## src/rtl/dram_seq_pkg.sv

```systemverilog
package dram_seq_pkg;

  typedef enum logic [2:0] {
    ST_IDLE,
    ST_PRE,
    ST_PRE_W,
    ST_ACT,
    ST_ACT_W,
    ST_COL,
    ST_COL_W,
    ST_DONE
  } seqState_t;

  typedef enum logic [1:0] {
    WAIT_RP,
    WAIT_RCD,
    WAIT_CAS
  } waitSel_t;

  // Strobes from control to datapath
  typedef struct packed {
    logic     takeReq;     // latch client request
    logic     markOpen;    // record latched row as open
    logic     markClosed;  // forget open row
    logic     cntLoad;     // load gap counter
    waitSel_t cntSel;      // which gap to load
    logic     cntDec;      // decrement gap counter
    logic     showCol;     // address bus carries column
    logic     grabRd;      // capture read slice
  } seqStrobe_t;

endpackage

```

## src/rtl/dram_seq_datapath.sv

```systemverilog
module dram_seq_datapath
  import dram_seq_pkg::*;
#(
  parameter int ROW_W   = 4,
  parameter int COL_W   = 3,
  parameter int SLICE_W = 8,
  parameter int T_RCD   = 3,
  parameter int T_CAS   = 2,
  parameter int T_RP    = 4
) (
  input  logic                   clk,
  input  logic                   rstN,
  input  seqStrobe_t             stb,
  input  logic [ROW_W+COL_W-1:0] reqAddr,
  input  logic                   reqWrite,
  input  logic [SLICE_W-1:0]     reqWdata,
  input  logic [SLICE_W-1:0]     dramRdata,
  output logic                   rowOpen,
  output logic                   rowHit,
  output logic                   cntDone,
  output logic                   curWrite,
  output logic [((ROW_W > COL_W) ? ROW_W : COL_W)-1:0] dramAddr,
  output logic [SLICE_W-1:0]     dramWdata,
  output logic [SLICE_W-1:0]     rspRdata
);

  localparam int ADDR_W = (ROW_W > COL_W) ? ROW_W : COL_W;
  localparam int T_MAX  = (T_RCD > T_CAS) ? ((T_RCD > T_RP) ? T_RCD : T_RP)
                                          : ((T_CAS > T_RP) ? T_CAS : T_RP);
  localparam int CNT_W  = $clog2(T_MAX) + 1;

  logic [ROW_W-1:0]   reqRowQ;
  logic [COL_W-1:0]   reqColQ;
  logic               reqWrQ;
  logic [SLICE_W-1:0] reqDataQ;
  logic [ROW_W-1:0]   openRowQ;
  logic               openValidQ;
  logic [CNT_W-1:0]   cntQ;
  logic [CNT_W-1:0]   loadVal;
  logic [SLICE_W-1:0] rdataQ;
  logic [ROW_W-1:0]   inRow;

  assign inRow = reqAddr[COL_W +: ROW_W];

  // Request latch
  always_ff @(posedge clk or negedge rstN) begin
    if (!rstN) begin
      reqRowQ  <= '0;
      reqColQ  <= '0;
      reqWrQ   <= 1'b0;
      reqDataQ <= '0;
    end else if (stb.takeReq) begin
      reqRowQ  <= inRow;
      reqColQ  <= reqAddr[COL_W-1:0];
      reqWrQ   <= reqWrite;
      reqDataQ <= reqWdata;
    end
  end

  // Open-row tracking
  always_ff @(posedge clk or negedge rstN) begin
    if (!rstN) begin
      openRowQ   <= '0;
      openValidQ <= 1'b0;
    end else if (stb.markOpen) begin
      openRowQ   <= reqRowQ;
      openValidQ <= 1'b1;
    end else if (stb.markClosed) begin
      openValidQ <= 1'b0;
    end
  end

  assign rowOpen = openValidQ;
  assign rowHit  = openValidQ && (openRowQ == inRow);

  // Gap counter: loaded with gap-2, since the issuing cycle and the final
  // wait cycle are both part of the gap.
  always_comb begin
    case (stb.cntSel)
      WAIT_RP:  loadVal = CNT_W'(T_RP - 2);
      WAIT_RCD: loadVal = CNT_W'(T_RCD - 2);
      default:  loadVal = CNT_W'(T_CAS - 2);
    endcase
  end

  always_ff @(posedge clk or negedge rstN) begin
    if (!rstN)            cntQ <= '0;
    else if (stb.cntLoad) cntQ <= loadVal;
    else if (stb.cntDec)  cntQ <= cntQ - 1'b1;
  end

  assign cntDone = (cntQ == '0);

  // Read capture
  always_ff @(posedge clk or negedge rstN) begin
    if (!rstN)           rdataQ <= '0;
    else if (stb.grabRd) rdataQ <= dramRdata;
  end

  assign curWrite  = reqWrQ;
  assign dramAddr  = stb.showCol ? ADDR_W'(reqColQ) : ADDR_W'(reqRowQ);
  assign dramWdata = reqDataQ;
  assign rspRdata  = rdataQ;

endmodule

```

## src/rtl/dram_seq_control.sv

```systemverilog
module dram_seq_control
  import dram_seq_pkg::*;
(
  input  logic       clk,
  input  logic       rstN,
  input  logic       reqValid,
  input  logic       rowOpen,
  input  logic       rowHit,
  input  logic       cntDone,
  input  logic       curWrite,
  output seqStrobe_t stb,
  output logic       reqReady,
  output logic       cmdAct,
  output logic       cmdPre,
  output logic       cmdRd,
  output logic       cmdWr,
  output logic       rspValid
);

  seqState_t stateQ, stateD;

  always_ff @(posedge clk or negedge rstN) begin
    if (!rstN) stateQ <= ST_IDLE;
    else       stateQ <= stateD;
  end

  always_comb begin
    stateD = stateQ;
    stb    = '{takeReq: 1'b0, markOpen: 1'b0, markClosed: 1'b0,
               cntLoad: 1'b0, cntSel: WAIT_CAS, cntDec: 1'b0,
               showCol: 1'b0, grabRd: 1'b0};
    case (stateQ)
      ST_IDLE: begin
        if (reqValid) begin
          stb.takeReq = 1'b1;
          if (rowHit)       stateD = ST_COL;
          else if (rowOpen) stateD = ST_PRE;
          else              stateD = ST_ACT;
        end
      end
      ST_PRE: begin
        stb.markClosed = 1'b1;
        stb.cntLoad    = 1'b1;
        stb.cntSel     = WAIT_RP;
        stateD         = ST_PRE_W;
      end
      ST_PRE_W: begin
        if (cntDone) stateD = ST_ACT;
        else         stb.cntDec = 1'b1;
      end
      ST_ACT: begin
        stb.markOpen = 1'b1;
        stb.cntLoad  = 1'b1;
        stb.cntSel   = WAIT_RCD;
        stateD       = ST_ACT_W;
      end
      ST_ACT_W: begin
        if (cntDone) stateD = ST_COL;
        else         stb.cntDec = 1'b1;
      end
      ST_COL: begin
        stb.showCol = 1'b1;
        stb.cntLoad = 1'b1;
        stb.cntSel  = WAIT_CAS;
        stateD      = ST_COL_W;
      end
      ST_COL_W: begin
        if (cntDone) begin
          stb.grabRd = !curWrite;
          stateD     = ST_DONE;
        end else begin
          stb.cntDec = 1'b1;
        end
      end
      ST_DONE: stateD = ST_IDLE;
      default: stateD = ST_IDLE;
    endcase
  end

  assign reqReady = (stateQ == ST_IDLE);
  assign cmdPre   = (stateQ == ST_PRE);
  assign cmdAct   = (stateQ == ST_ACT);
  assign cmdRd    = (stateQ == ST_COL) && !curWrite;
  assign cmdWr    = (stateQ == ST_COL) &&  curWrite;
  assign rspValid = (stateQ == ST_DONE) && !curWrite;

endmodule

```

## src/rtl/dram_bank_seq.sv

```systemverilog
module dram_bank_seq
  import dram_seq_pkg::*;
#(
  parameter int ROW_W   = 4,
  parameter int COL_W   = 3,
  parameter int SLICE_W = 8,
  parameter int T_RCD   = 3,
  parameter int T_CAS   = 2,
  parameter int T_RP    = 4
) (
  input  logic                   clk,
  input  logic                   rstN,
  input  logic                   reqValid,
  output logic                   reqReady,
  input  logic                   reqWrite,
  input  logic [ROW_W+COL_W-1:0] reqAddr,
  input  logic [SLICE_W-1:0]     reqWdata,
  output logic                   rspValid,
  output logic [SLICE_W-1:0]     rspRdata,
  output logic                   cmdAct,
  output logic                   cmdPre,
  output logic                   cmdRd,
  output logic                   cmdWr,
  output logic [((ROW_W > COL_W) ? ROW_W : COL_W)-1:0] dramAddr,
  output logic [SLICE_W-1:0]     dramWdata,
  input  logic [SLICE_W-1:0]     dramRdata
);

  if (!(SLICE_W == 4 || SLICE_W == 8 || SLICE_W == 16 || SLICE_W == 32)) begin : g_badSlice
    $error("SLICE_W must be 4, 8, 16 or 32");
  end
  if (T_RCD < 2 || T_CAS < 2 || T_RP < 2) begin : g_badGap
    $error("gap parameters must be at least 2 cycles");
  end

  seqStrobe_t stb;
  logic rowOpen, rowHit, cntDone, curWrite;

  dram_seq_control u_ctrl (
    .clk      (clk),
    .rstN     (rstN),
    .reqValid (reqValid),
    .rowOpen  (rowOpen),
    .rowHit   (rowHit),
    .cntDone  (cntDone),
    .curWrite (curWrite),
    .stb      (stb),
    .reqReady (reqReady),
    .cmdAct   (cmdAct),
    .cmdPre   (cmdPre),
    .cmdRd    (cmdRd),
    .cmdWr    (cmdWr),
    .rspValid (rspValid)
  );

  dram_seq_datapath #(
    .ROW_W(ROW_W), .COL_W(COL_W), .SLICE_W(SLICE_W),
    .T_RCD(T_RCD), .T_CAS(T_CAS), .T_RP(T_RP)
  ) u_dp (
    .clk       (clk),
    .rstN      (rstN),
    .stb       (stb),
    .reqAddr   (reqAddr),
    .reqWrite  (reqWrite),
    .reqWdata  (reqWdata),
    .dramRdata (dramRdata),
    .rowOpen   (rowOpen),
    .rowHit    (rowHit),
    .cntDone   (cntDone),
    .curWrite  (curWrite),
    .dramAddr  (dramAddr),
    .dramWdata (dramWdata),
    .rspRdata  (rspRdata)
  );

endmodule

```

## config.mk

```make
export PLATFORM = sky130hd
export DESIGN_NAME = dram_bank_seq
export DESIGN_NICKNAME = d
export VERILOG_FILES = /design/src/rtl/dram_seq_pkg.sv /design/src/rtl/dram_seq_datapath.sv /design/src/rtl/dram_seq_control.sv /design/src/rtl/dram_bank_seq.sv
export SDC_FILE = /design/constraint.sdc
export NUM_CORES = 1
export LEC_CHECK = 0
export BUFFER_PORTS_ARGS = -buffer_cell sky130_fd_sc_hd__buf_2
export CORE_ASPECT_RATIO = 2
export CORE_MARGIN = 2
export CORE_UTILIZATION = 45
export DETAILED_ROUTE_END_ITERATION = 12
export GPL_TIMING_DRIVEN = 1
export PLACE_DENSITY = 0.82
export SYNTH_ARGS = -nofsm -noshare
export SYNTH_HDL_FRONTEND = slang
export SYNTH_SLANG_ARGS = --single-unit
export TNS_END_PERCENT = 100
```

## constraint.sdc

```tcl
create_clock -name clk -period 2.4 [get_ports clk]
set_clock_uncertainty 0.2 [all_clocks]
set_input_delay 0.36 -clock clk [delete_from_list [all_inputs] [get_ports clk]]
set_output_delay 0.36 -clock clk [all_outputs]
set_load 0.01 [all_outputs]
```

==> results.toml <==
[layout]
final_cell_mix = "buf_2 (52), dfrtp_1 (35), mux2_2 (13), mux2_1 (9)"
area_delta_synth_final_pct = 22.2
n_antenna_cell = 0
final_common_cell = "buf_2"
layout.nets = 216
drive_above_1_share = 0.465
fin_cells = 236

[clock_network]
h-tree-depth = 2
tritoncts = "yes"
clk_latency_ns = 0.29
cts_sinks = 35
clockRootBuffer = "clkbuf_8"
ctsLongestPathBuffers = 2
cts_setup_buffers = 0
clk_pin_slew_ns = 0.06
numCtsBuffers = 5

[synth]
synth_flop_cell = "dfrtp_1"
syn-instance-count = 132
synth-edff-count = 0
ys_types = 36
synthArstFlopShare = 1.00
synth_seq_area_share = 0.517
synth_fp_nets = 161
ys_warn_count = 0
syn_area_per_cell_um2 = 12.8
syn_area_um2 = 1690
synth_seq_cells = 35

[route]
drtIter0Drc = 14
drt-total-wl_um = 3320
post_drt_wl_per_cell_um = 14.1
drcViolationCount = 0
drt_first_pass_iters = 4
num_vias = 1186
viasPerCell = 5.03
ant_nets = 0

[sta]
hold_slack_ns = 0.0845
fmax_ghz = 0.441
hold_viol_final = 0
setup_viol = 0
timing.setup.tns_ns = 0
setup_ws_ns = 0.131
worst_slew_pin_slew_ns = 0.749
rsz0062_at_grt = "no"
min_period_ns = 2.27
drv_slew = 0
period_share = 0.945
slew_headroom = 0.500

[power]
ir_worst_vdd_mv = 0.790
power_density_nw_per_um2 = 1300
leakagePower_nw = 1.02

[die]
rows = 31
die_x_um = 47.4
io_pins = 53
die_area_um2 = 4300
initial_core_util = 0.469
die_y_um = 90.7
core_area_um2 = 3610

[critical_path]
reg2reg_depth = 5
worstPathArrival_ns = 1.71
endpoint_kind = "output port"
crit_path_max_fanout = 14
critPathLaunchType = "flip-flop"
critPathRequiredTime_ns = 1.84
critPathKind = "reg -> out"

[worst_hold_path]
min_path_type = "in -> reg"
holdPathStages = 2

[global_routing]
grt_max_degree = 36
use_met2 = 0.296
antenna_found_initial = 0
grt-busiest-layer = "met2"
use_met1 = 0.201
grt_usage = 0.182
gr-usage-met3 = 0.0520
gr-total-overflow = 0
grt_pass1_wl_um = 5500
grt_pass1_vias = 1235

[place]
post-place-ws_ns = 0.419
post-dp-hpwl_um = 2550
globalplace.congestion = 0.814
portBuffers = 52
placed_cells = 228

[job]
drv_cap = 0

[run_status]
status = "finished, final reports clean"
synth_stat cells (3+ instances only):
| cell | number | area (um^2) |
|---|---|---|
| dfrtp_1 | 35 | 876 |
| mux2_2 | 13 | 146 |
| mux2_1 | 9 | 101 |
| mux2_4 | 8 | 120 |
| nor2_1 | 8 | 30.0 |
| o21ai_0 | 6 | 30.0 |
| inv_1 | 5 | 18.8 |
| nand2_1 | 5 | 18.8 |
| nand2b_1 | 4 | 25.0 |
| xnor2_1 | 4 | 35.0 |
| nand3_1 | 3 | 15.0 |
power by group:
part	switching, mW	total [mW]	internal [mW]
sequential	0.239	1.13	0.890
clock	0.199	0.424	0.225
combinational	0.502	1.14	0.635
total	0.940	2.69	1.75
path summary, 6_finish.rpt:
| kind | from | endpoint | slack (ns) |
|---|---|---|---|
| worst max-delay path | u_ctrl.stateQ[1] | dramAddr[2] | 0.13 |
| worst min-delay path | reqWdata[2] | u_dp.dramWdata[2] | 0.08 |
| worst max register to register | u_dp.cntQ[0] | u_dp.rspRdata[6] | 0.44 |
| worst min register to register | u_dp.dramWdata[2] | u_dp.dramWdata[2] | 0.28 |
| max in group asynchronous | rstN | u_ctrl.stateQ[1] | 1.04 |
| min in group asynchronous | rstN | u_dp.cntQ[2] | 0.48 |
routing by layer:
metal	routed length, um	vias to the layer above
met4	67	0
met5	0	-
met3	164	7
met2	1880	34
met1	1210	575
li1	-	570
kinds of logic (layout without fill, tap and decap cells):
family / after synthesis / count (layout) / synth area share
xor+xnor: 4 / 4 / 0.0207
fa+ha+maj: 2 / 2 / 0.0148
simple gates: 31 / 31 / 0.109
flops: 35 / 35 / 0.517
mux: 31 / 31 / 0.223
buf+inv: 12 / 67 / 0.0458
compound gates: 17 / 17 / 0.0695
per-stage QoR:
stage	power (mW)	utilization	instance area, um^2
global placement	2.25	0.546	1970
detailed placement	2.29	0.546	1970
global route	2.89	0.573	2070
finish	2.69	0.573	2070
CTS	2.72	0.573	2070
floorplan	1.94	-	1690
state kept, by name, summed over array words and instances (netlist names):
| signal | cells |
|---|---|
| u_dp.cntQ | 3 |
| u_ctrl.stateQ | 3 |
| u_dp.openRowQ | 4 |
| u_dp.reqRowQ | 4 |
| u_dp.curWrite | 1 |
| u_dp.rspRdata | 8 |
| u_dp.reqColQ | 3 |
| u_dp.rowOpen | 1 |
| u_dp.dramWdata | 8 |
final cells by class:
| cell class | count | area, um^2 |
|---|---|---|
| Tap cell | 49 | 61.3 |
| Clock buffer | 6 | 82.6 |
| Multi-Input combinational cell | 85 | 739 |
| Clock inverter | 1 | 5.00 |
| Timing Repair Buffer | 55 | 285 |
| Sequential cell | 35 | 876 |
| Fill cell | 318 | 1540 |
| Inverter | 5 | 18.8 |
worst max-delay path, stage by stage, from the launching register on:
cell,delay (ns)
dfrtp_1,0.55
inv_1,0.12
nand3_1,0.24
mux2_2,0.37
buf_2,0.14
what timing repair did:
item                                   in CTS  in global routing
endpoints found under the hold margin      35                  0
resized for setup                           0                  0
hold buffers                                1                  0
Note: power is estimated with default switching activity, not from simulation.
